===== src/rtl/simsamp_pkg.sv =====
// Shared types and timing constants for the simultaneous-sampling sequencer.
// All delays are counted in ADC half-periods (half-ticks).
package simsamp_pkg;

    typedef enum logic [1:0] {
        TRIG_PWM = 2'd0,
        TRIG_SW  = 2'd1,
        TRIG_EXT = 2'd2,
        TRIG_OFF = 2'd3
    } trig_src_e;

    typedef enum logic [2:0] {
        SQ_IDLE,
        SQ_DELAY,
        SQ_HOLD,
        SQ_GAP,
        SQ_DRAIN
    } seq_state_e;

    // Start-to-pulse delay: 2.5 ADC clocks.
    localparam int DELAY_HT = 5;
    // Low gap between pulses in continuous mode: 2 ADC clocks.
    localparam int GAP_HT   = 4;
    // Hold-edge to A write: 4 ADC clocks.
    localparam int LAT_A_HT = 8;
    // Hold-edge to B write: 5 ADC clocks.
    localparam int LAT_B_HT = 10;

endpackage


===== src/rtl/adc_timebase.sv =====
// Half-period tick generator for the ADC clock.
// A tick is asserted for one system clock every (half_div + 1) clocks.
// Assumes half_div is held static while a conversion runs.
// restart realigns the phase so that delays count from the accepting edge.
module adc_timebase #(
    parameter int DIV_W = 4
) (
    input  logic             clk,
    input  logic             rst_n,
    input  logic [DIV_W-1:0] half_div,
    input  logic             restart,
    output logic             half_tick
);

    logic [DIV_W-1:0] phase;

    // Phase counter: wraps at half_div and resets on restart.
    always_ff @(posedge clk) begin
        if (!rst_n || restart) begin
            phase <= '0;
        end else if (phase >= half_div) begin
            phase <= '0;
        end else begin
            phase <= phase + 1'b1;
        end
    end

    assign half_tick = (phase == half_div) && !restart;

endmodule


===== src/rtl/adc_trig_select.sv =====
// Start-source multiplexer.
// The PWM and software sources are level pulses; the external pin is
// edge-detected so that a held-high pin gives a single start.
// Output trig is valid in the same cycle as the selected event.
module adc_trig_select
    import simsamp_pkg::*;
(
    input  logic      clk,
    input  logic      rst_n,
    input  trig_src_e sel,
    input  logic      pwm_evt,
    input  logic      sw_start,
    input  logic      ext_soc,
    output logic      trig
);

    logic ext_q;

    // Previous value of the external pin for rising-edge detection.
    always_ff @(posedge clk) begin
        if (!rst_n) begin
            ext_q <= 1'b0;
        end else begin
            ext_q <= ext_soc;
        end
    end

    // Select the active start source.
    always_comb begin
        unique case (sel)
            TRIG_PWM: trig = pwm_evt;
            TRIG_SW:  trig = sw_start;
            TRIG_EXT: trig = ext_soc && !ext_q;
            default:  trig = 1'b0;
        endcase
    end

endmodule


===== src/rtl/adc_sh_sequencer.sv =====
// Sample/hold sequencer.
// Accepts a start only when idle, locks the pair index and acquisition
// setting, waits DELAY_HT half-ticks, then drives the hold pulse for
// 2*(1+acq) half-ticks.
// capture marks the edge where the pulse falls.
// In continuous mode it re-pulses after GAP_HT half-ticks; otherwise it
// waits for the result pipe to empty.
// Assumes tick restarts on accept.
module adc_sh_sequencer
    import simsamp_pkg::*;
#(
    parameter  int PAIR_W = 3,
    parameter  int ACQ_W  = 4,
    localparam int CNT_W  = ACQ_W + 2
) (
    input  logic              clk,
    input  logic              rst_n,
    input  logic              trig,
    input  logic              tick,
    input  logic              pipe_busy,
    input  logic [PAIR_W-1:0] pair_sel,
    input  logic [ACQ_W-1:0]  acqps,
    input  logic              cont_en,
    input  logic              ovr_clr,
    output logic              accept,
    output logic              capture,
    output logic              sh,
    output logic              busy,
    output logic              overrun,
    output logic [PAIR_W-1:0] pair_q
);

    seq_state_e       state;
    logic [CNT_W-1:0] cnt;
    logic [ACQ_W-1:0] acq_q;
    logic [CNT_W-1:0] hold_last;

    // Last count of the hold pulse: 2*(1+acq)-1 half-ticks.
    assign hold_last = {1'b0, acq_q, 1'b1};
    assign accept    = trig && (state == SQ_IDLE);
    assign capture   = (state == SQ_HOLD) && tick && (cnt == '0);
    assign busy      = (state != SQ_IDLE);

    // Main conversion state machine.
    always_ff @(posedge clk) begin
        if (!rst_n) begin
            state  <= SQ_IDLE;
            cnt    <= '0;
            sh     <= 1'b0;
            pair_q <= '0;
            acq_q  <= '0;
        end else begin
            unique case (state)
                SQ_IDLE: begin
                    if (trig) begin
                        state  <= SQ_DELAY;
                        cnt    <= CNT_W'(DELAY_HT - 1);
                        pair_q <= pair_sel;
                        acq_q  <= acqps;
                    end
                end
                SQ_DELAY, SQ_GAP: begin
                    if (tick) begin
                        if (cnt == '0) begin
                            state <= SQ_HOLD;
                            sh    <= 1'b1;
                            cnt   <= hold_last;
                        end else begin
                            cnt <= cnt - 1'b1;
                        end
                    end
                end
                SQ_HOLD: begin
                    if (tick) begin
                        if (cnt == '0) begin
                            sh <= 1'b0;
                            if (cont_en) begin
                                state <= SQ_GAP;
                                cnt   <= CNT_W'(GAP_HT - 1);
                            end else begin
                                state <= SQ_DRAIN;
                            end
                        end else begin
                            cnt <= cnt - 1'b1;
                        end
                    end
                end
                SQ_DRAIN: begin
                    if (!pipe_busy) begin
                        state <= SQ_IDLE;
                    end
                end
                default: state <= SQ_IDLE;
            endcase
        end
    end

    // Sticky overrun: a start seen while busy; set wins over clear.
    always_ff @(posedge clk) begin
        if (!rst_n) begin
            overrun <= 1'b0;
        end else if (trig && busy) begin
            overrun <= 1'b1;
        end else if (ovr_clr) begin
            overrun <= 1'b0;
        end
    end

    // Checker state: half-ticks seen while the hold pulse is high.
    logic [CNT_W:0] ast_hold_ticks;
    always_ff @(posedge clk) begin
        if (!rst_n || !sh) begin
            ast_hold_ticks <= '0;
        end else if (tick) begin
            ast_hold_ticks <= ast_hold_ticks + 1'b1;
        end
    end

    AST_HOLD_NOT_LONG: assert property (@(posedge clk) disable iff (!rst_n)
        sh |-> (ast_hold_ticks <= {1'b0, hold_last})) else $error("hold too long");
    AST_HOLD_EXACT: assert property (@(posedge clk) disable iff (!rst_n)
        $fell(sh) |-> ($past(ast_hold_ticks) == {1'b0, $past(hold_last)})) else $error("hold width");

endmodule


===== src/rtl/adc_result_pipe.sv =====
// Result delay line and interrupt flag.
// Captured A/B values enter a half-tick shift line at the hold edge.
// The A register is loaded at tap LAT_A_HT and the B register at tap
// LAT_B_HT.
// int_flag is set two system clocks after each B write.
// Assumes pulses are at least 6 half-ticks apart, so A and B writes never
// collide.
module adc_result_pipe
    import simsamp_pkg::*;
#(
    parameter  int DW    = 12,
    localparam int DEPTH = LAT_B_HT
) (
    input  logic          clk,
    input  logic          rst_n,
    input  logic          tick,
    input  logic          capture,
    input  logic [DW-1:0] samp_a,
    input  logic [DW-1:0] samp_b,
    input  logic          int_clr,
    output logic [DW-1:0] res_a,
    output logic [DW-1:0] res_b,
    output logic          a_stb,
    output logic          b_stb,
    output logic          int_flag,
    output logic          pipe_busy
);

    logic [DEPTH-1:0]         vld;
    logic [DEPTH-1:0][DW-1:0] da;
    logic [DEPTH-1:0][DW-1:0] db;
    logic                     b_stb_d1;

    assign pipe_busy = |vld;

    // Shift line advancing one stage per half-tick.
    always_ff @(posedge clk) begin
        if (!rst_n) begin
            vld <= '0;
            da  <= '0;
            db  <= '0;
        end else if (tick) begin
            vld <= {vld[DEPTH-2:0], capture};
            da  <= {da[DEPTH-2:0], samp_a};
            db  <= {db[DEPTH-2:0], samp_b};
        end
    end

    // A result register write at its tap.
    always_ff @(posedge clk) begin
        if (!rst_n) begin
            res_a <= '0;
            a_stb <= 1'b0;
        end else begin
            a_stb <= tick && vld[LAT_A_HT-1];
            if (tick && vld[LAT_A_HT-1]) begin
                res_a <= da[LAT_A_HT-1];
            end
        end
    end

    // B result register write at the last tap.
    always_ff @(posedge clk) begin
        if (!rst_n) begin
            res_b <= '0;
            b_stb <= 1'b0;
        end else begin
            b_stb <= tick && vld[DEPTH-1];
            if (tick && vld[DEPTH-1]) begin
                res_b <= db[DEPTH-1];
            end
        end
    end

    // Interrupt flag: set two clocks after a B write, held until cleared.
    always_ff @(posedge clk) begin
        if (!rst_n) begin
            b_stb_d1 <= 1'b0;
            int_flag <= 1'b0;
        end else begin
            b_stb_d1 <= b_stb;
            if (b_stb_d1) begin
                int_flag <= 1'b1;
            end else if (int_clr) begin
                int_flag <= 1'b0;
            end
        end
    end

    AST_WRITES_APART: assert property (@(posedge clk) disable iff (!rst_n)
        $onehot0({a_stb, b_stb})) else $error("A and B write together");
    AST_INT_AFTER_B: assert property (@(posedge clk) disable iff (!rst_n)
        $rose(int_flag) |-> $past(b_stb, 2)) else $error("int without B write");

endmodule


===== src/rtl/simsamp_adc_seq.sv =====
// Top level of the simultaneous-sampling conversion sequencer.
// Joins the start selector, half-period timebase, sample/hold sequencer
// and result delay line.
// The converter model is external: it reads ana_pair and presents
// ana_a/ana_b, which are captured on the hold edge.
module simsamp_adc_seq
    import simsamp_pkg::*;
#(
    parameter int DIV_W  = 4,
    parameter int PAIR_W = 3,
    parameter int ACQ_W  = 4,
    parameter int DW     = 12
) (
    input  logic              clk,
    input  logic              rst_n,
    input  logic [DIV_W-1:0]  half_div,
    input  logic [1:0]        trig_sel,
    input  logic              pwm_evt,
    input  logic              sw_start,
    input  logic              ext_soc,
    input  logic [PAIR_W-1:0] pair_sel,
    input  logic [ACQ_W-1:0]  acqps,
    input  logic              cont_en,
    input  logic              int_clr,
    input  logic              ovr_clr,
    input  logic [DW-1:0]     ana_a,
    input  logic [DW-1:0]     ana_b,
    output logic [PAIR_W-1:0] ana_pair,
    output logic              sh_pulse,
    output logic              busy,
    output logic [DW-1:0]     res_a,
    output logic [DW-1:0]     res_b,
    output logic              res_a_stb,
    output logic              res_b_stb,
    output logic              int_flag,
    output logic              overrun
);

    logic trig;
    logic accept;
    logic capture;
    logic half_tick;
    logic pipe_busy;

    adc_trig_select u_trig (
        .clk      (clk),
        .rst_n    (rst_n),
        .sel      (trig_src_e'(trig_sel)),
        .pwm_evt  (pwm_evt),
        .sw_start (sw_start),
        .ext_soc  (ext_soc),
        .trig     (trig)
    );

    adc_timebase #(.DIV_W(DIV_W)) u_tb (
        .clk       (clk),
        .rst_n     (rst_n),
        .half_div  (half_div),
        .restart   (accept),
        .half_tick (half_tick)
    );

    adc_sh_sequencer #(.PAIR_W(PAIR_W), .ACQ_W(ACQ_W)) u_seq (
        .clk       (clk),
        .rst_n     (rst_n),
        .trig      (trig),
        .tick      (half_tick),
        .pipe_busy (pipe_busy),
        .pair_sel  (pair_sel),
        .acqps     (acqps),
        .cont_en   (cont_en),
        .ovr_clr   (ovr_clr),
        .accept    (accept),
        .capture   (capture),
        .sh        (sh_pulse),
        .busy      (busy),
        .overrun   (overrun),
        .pair_q    (ana_pair)
    );

    adc_result_pipe #(.DW(DW)) u_pipe (
        .clk       (clk),
        .rst_n     (rst_n),
        .tick      (half_tick),
        .capture   (capture),
        .samp_a    (ana_a),
        .samp_b    (ana_b),
        .int_clr   (int_clr),
        .res_a     (res_a),
        .res_b     (res_b),
        .a_stb     (res_a_stb),
        .b_stb     (res_b_stb),
        .int_flag  (int_flag),
        .pipe_busy (pipe_busy)
    );

    AST_PAIR_LOCKED: assert property (@(posedge clk) disable iff (!rst_n)
        (busy && $past(busy)) |-> $stable(ana_pair)) else $error("pair moved");
    AST_OVR_ONLY_BUSY: assert property (@(posedge clk) disable iff (!rst_n)
        $rose(overrun) |-> $past(busy)) else $error("overrun while idle");
    AST_IDLE_NO_SH: assert property (@(posedge clk) disable iff (!rst_n)
        !busy |-> !sh_pulse) else $error("hold pulse while idle");

endmodule


===== config.mk =====
export PLATFORM = sky130hd
export DESIGN_NAME = simsamp_adc_seq
export DESIGN_NICKNAME = d
export VERILOG_FILES = /design/src/rtl/simsamp_pkg.sv /design/src/rtl/adc_timebase.sv /design/src/rtl/adc_trig_select.sv /design/src/rtl/adc_sh_sequencer.sv /design/src/rtl/adc_result_pipe.sv /design/src/rtl/simsamp_adc_seq.sv
export SDC_FILE = /design/constraint.sdc
export NUM_CORES = 1
export LEC_CHECK = 0
export ABC_CLOCK_PERIOD_IN_PS = 2900
export BUFFER_PORTS_ARGS = -buffer_cell sky130_fd_sc_hd__buf_2
export CORE_UTILIZATION = 50
export CTS_CLUSTER_SIZE = 10
export DETAILED_ROUTE_END_ITERATION = 8
export GPL_TIMING_DRIVEN = 0
export PLACE_DENSITY = 0.71
export SLEW_MARGIN = 20
export SYNTH_ARGS = -nofsm -noshare
export SYNTH_HDL_FRONTEND = slang
export SYNTH_SLANG_ARGS = --single-unit

===== constraint.sdc =====
create_clock -name clk -period 2.9 [get_ports clk]
set_clock_uncertainty 0.05 [all_clocks]
set_input_delay 0.725 -clock clk [delete_from_list [all_inputs] [get_ports clk]]
set_output_delay 0.725 -clock clk [all_outputs]
set_load 0.05 [all_outputs]

Yosys cells after proc, flatten, opt, wreduce, memory -nomap -nowiden --
Index checks and enable logic that the tools add are counted.
Word-level totals: register bits 277, input bits 45, output and inout bits 33, word-level logic and storage cells 102
Cells by class: add/subtract/negate cells 2, order comparisons 1, equal/unequal tests 14, muxes and demuxes 25, reductions and logical operators 27
Operators by type and width (count):
- $mux W6 | 6
- $mux W3 | 7
- $pmux W6 S3 | 1
- $pmux W3 S4 | 1
- $reduce_and A5 Y1 | 2
- $reduce_or A10 Y1 | 1
- $logic_and A1 B1 Y1 | 8
- $mux W1 | 8
- $ne A2 B1 Y1 const B | 4
- $eq A3 B2 Y1 const B | 2
- $logic_not A6 Y1 | 1
- $reduce_and A6 Y1 | 1
- $reduce_bool A2 Y1 | 3
- $reduce_bool A3 Y1 | 2
- $sub A6 B1 Y6 const B | 1
- $add A4 B1 Y4 const B | 1
- $eq A4 B4 Y1 | 1
- $ge A4 B4 Y1 | 1
- $ne A2 B2 Y1 const B | 2
- $reduce_or A2 Y1 | 2
- $eq A3 B1 Y1 const B | 1
- $eq A3 B3 Y1 const B | 1
- $logic_not A1 Y1 | 3
- $logic_not A3 Y1 | 1
- other kinds (8) | 8

Longest topological paths before layout --
depth after elaboration 8, mapped depth 10, gate-level depth less buffers 7

Hierarchy --
From an unflattened synthesis, not the netlist that was laid out.
Unflattened totals: cells, all modules 1015, area, all modules 11335.9 um2
Modules (own cells, without submodules):
- adc_result_pipe | times used 1, cells an instance 850, area an instance 9984.6 um2, seq. area each 5084.9 um2
- adc_sh_sequencer | times used 1, cells an instance 133, area an instance 1046.0 um2, seq. area each 360.3 um2
- adc_timebase | times used 1, cells an instance 27, area an instance 252.7 um2, seq. area each 80.1 um2
- adc_trig_select | times used 1, cells an instance 5, area an instance 52.6 um2, seq. area each 20.0 um2

Least setup slack after synthesis --
Ideal clock, no wire load.
path kind in2reg, start point in half_div[3], end point reg u_pipe.da[16] in the netlist's numbering, library setup time 0.070 ns, arrival time 2.255 ns, data required time 2.780 ns, slack 0.525 ns, stages 10, buffers on the path 4, cells stage by stage inv_1 > ha_1 > and4_1 > buf_1 > a21boi_1 > buf_2 > buf_2 > buf_2 > nand2_1 > a21boi_1
Between the ends: longest elaborated chain between the ends 2
Ends and longest elaborated chain:
- from (decl) | line simsamp_adc_seq.sv:16 | input logic [DIV_W-1:0] half_div,
- $eq A4 B4 Y1 | line adc_timebase.sv:28 | assign half_tick = (phase == half_div) && !restart;
- $logic_and A1 B1 Y1 | line adc_timebase.sv:28
- to (signal assigned) | line adc_result_pipe.sv:44 | da <= {da[DEPTH-2:0], samp_a};
- to (decl) | line adc_result_pipe.sv:30 | logic [DEPTH-1:0][DW-1:0] da;
Every way passes these cells. A chain may end at the register's enable or synchronous reset.

Worst setup path in the final report --
start point reg u_tb.phase[0], end point reg u_pipe.res_a[8]
Between the ends: longest elaborated chain between the ends 3
Ends and longest elaborated chain:
- from (decl) | line adc_timebase.sv:15 | logic [DIV_W-1:0] phase;
- from (signal assigned) | line adc_timebase.sv:24 | phase <= phase + 1'b1;
- $eq A4 B4 Y1 | line adc_timebase.sv:28
- $logic_and A1 B1 Y1 | line adc_timebase.sv:28
- $logic_and A1 B1 Y1 | line adc_result_pipe.sv:56 | if (tick && vld[LAT_A_HT-1]) begin
- to (signal assigned) | line adc_result_pipe.sv:57 | res_a <= da[LAT_A_HT-1];
- to (decl) | line adc_result_pipe.sv:21 | output logic [DW-1:0] res_a,
Every way passes these cells.

==> metrics <==
status=completed; # Post-CTS Setup Buffers=0; drt pass-1 iters=7; initial core utilization=51.53%; cells after synthesis=between 1k and 1.5k; worst path cell trace=inv_1, ha_1, and4_1, buf_1, nand2_1, a21oi_1, clkbuf_1, nand3_1, o21ai_0; vias in the first global route=7,905; Worst Setup Start Kind=flop; cell family with most CP delay=buffers and inverters; cell at the slowest stage of the critical path=clkbuf_1; met1 Use GR=27.40%; post-CTS sizing=0; Least-Margin Pin Slew=607.3 ps; die width=147.3 um; largest area contributor in the netlist=dfxtp_1; post-synthesis mux area share=less than 1%; total length of routed wires=21,840 um; Core ar.=roughly 20,000 sq um; post-synthesis net count=roughly 1.3k; CTS H-tree lvls=2; placed instance count=roughly 1.6k; RSZ-0062 raised after global routing=false; commonest non-fill, non-tap cells in the layout=483 x nand2_1, 277 x dfxtp_1, 123 x a21boi_0, 103 x a21boi_1, 102 x buf_2; initial drt markers=378; CP Capture Type=flop; clk slew on worst S/H paths=50 ps; EDFF count, synth=0; mapped cell area=approximately 11,000 sq um; Root Driver=clkbuf_16; met3 GRT Util=3.509%; CTS buffer count=34; Synth-to-Final Area Change=15.95%; met2 Usage GRT=34.29%; crit-path max FO=10; max-cap violation count=0; Yosys top cell area share=52.51%; sequential fraction of the synthesis area=52.51%; share of cells above drive strength 1=11.74%; clk buf depth=3; nets@finish=roughly 1.4k; WL per Instance=13.38 um; Peak VDD IR=about 0.40 mV; GRT Total Usage=20.77%; post-synthesis compound-gate area fraction=19.57%; Mapped Avg Cell Area=8.476 sq um; global-route wire length before repair=37,280 um; Row Count=52; Ports=78; Worst Hold Class=flop to flop; Distinct cells, synth=46; largest net degree at the start of global routing=11; Design Area, Final=12,250 sq um; final cycle utilization of the critical path=between 90% and 100%; Req. time, crit path=between 3000 and 4000 ps; Yosys warning total=0; Top Usage Layer GRT=met2; ys async rst share=0%; Max Freq=approximately 370 MHz; final setup vio count=0; HPWL Detailed=15,670 um; Post-Synth Simple-Gate Area=21.22%; area of placed instances=11,280 sq um; main combinational cell family by area after synthesis=simple AND/OR/NAND/NOR gates; slowest stage delay, CP=~530 ps; n_diodes=0; Primary FF master, synth=dfxtp_1; vias per cell=5.026; most common cell after layout, fill and taps aside=nand2_1; initial antenna violation count=0; Crit path buffers/inverters=3; Die ar.=21,710 sq um; adder-cell share of the synthesized area=less than 1%; chip height=roughly 150 um; filler-free cell count of the finished design=1,633; Pleak=4.360 nW; grt ovf=0; #FFs+latches synth=277; top post-synthesis cells by area=dfxtp_1 53%, nand2_1 17%, a21boi_0 8.7%; Hold-fix buffers, CTS=0; RePlAce Congestion=between 0.9 and 1; worst setup path class=flop to flop; min cycle time layout=2672 ps; CTS tree=built; Crit path arrival time=3040 ps; pwr dens=710.9 nW/um^2; total number of vias=8,207; fin util=59.75%; port bufs=76; DR DRC count=0; latest clock arrival within the worst-skew pair=500 ps; xor/xnor share of the synthesized area=0.4146%; Slew HR=59.51%; Slew Viols, Final=0; Final ANT Viol Nets=0; clock sink count=277; final hold vios=0
[worst min-delay path: stages, from the launching register on]
cell	delay, ps
dfxtp_1	300
nand2_1	50
a21boi_1	50
[worst paths after layout]
check	endpoint	cells past startpoint	start	slack, ps
worst max-delay path	u_pipe.res_a[8]$_SDFFE_PN0P_	9	u_tb.phase[0]$_SDFF_PP0_	230
worst max register to register	u_pipe.res_a[8]$_SDFFE_PN0P_	9	u_tb.phase[0]$_SDFF_PP0_	230
worst min-delay path	u_pipe.da[85]$_SDFFE_PN0P_	2	u_pipe.da[73]$_SDFFE_PN0P_	390
worst min register to register	u_pipe.da[85]$_SDFFE_PN0P_	2	u_pipe.da[73]$_SDFFE_PN0P_	390
[cell usage after synthesis (all sizes together) (2+ instances only)]
| library cell | instances |
|---|---|
| nand2 | 483 |
| dfxtp | 277 |
| a21boi | 226 |
| clkbuf | 51 |
| buf | 41 |
| nand3 | 30 |
| o21ai | 27 |
| nor2b | 13 |
| nor2 | 12 |
| inv | 11 |
| mux2i | 9 |
| a21oi | 7 |
| ha | 7 |
| and2 | 5 |
| nor3 | 4 |
| nor3b | 4 |
| o211ai | 4 |
| nand3b | 3 |
| xor2 | 3 |
| a31o | 2 |
| a31oi | 2 |
| and3 | 2 |
| nor4 | 2 |
| o21a | 2 |
| o31ai | 2 |
| o41ai | 2 |
| xnor2 | 2 |
[metrics by stage]
step	hold slack (ps)	power (mW)	setup WS, ps	setup TNS (ps)
finish	388.6	8.706	228.1	0
global route	402.7	9.051	119.5	0
CTS	382.4	8.789	274.1	0
detailed placement	379.2	5.051	-152.3	-6298
global placement	371.3	5.041	-123.7	-8186
floorplan	367.7	4.794	524.7	0
[sequential cells by signal, summed over array words and instances, names as in the netlist, 3 cells and up]
register,count
u_tb.phase,4
u_seq.cnt,6
u_pipe.res_b,12
u_pipe.vld,10
u_pipe.db,120
u_seq.pair_q,3
u_pipe.res_a,12
u_seq.acq_q,4
u_pipe.da,96
u_seq.state,3
[where the power goes]
part / leakage (nW) / switching (mW) / internal, mW
Combinational: 1.65 / 0.664 / 0.361
Clock: 0.476 / 1.43 / 2.29
Sequential: 2.23 / 0.0683 / 3.88
[cell type report]
type | instances | area, sq um
plain buffers | 92 | 434.2
clock buffers | 40 | 957.2
clock inverters | 1 | 8.758
fillers | 1949 | 8249
inverters | 11 | 41.29
multi-input cells | 866 | 4541
flip-flops and latches | 277 | 5545
well taps | 270 | 337.8
repair buffers | 76 | 380.4
[cell families after synthesis]
group,Yosys count
buf+inv,103
xor+xnor,5
mux,10
compound gates,284
flops,277
fa+ha+maj,7
simple gates,560
[metal layers]
metal  up-vias  share of wire [%]
met4         0                2.2
met2       164                 45
met1      3725                 49
met3        37                4.4
met5         -                  0
li1       4281                  -
(Power assumes the default switching activity.)
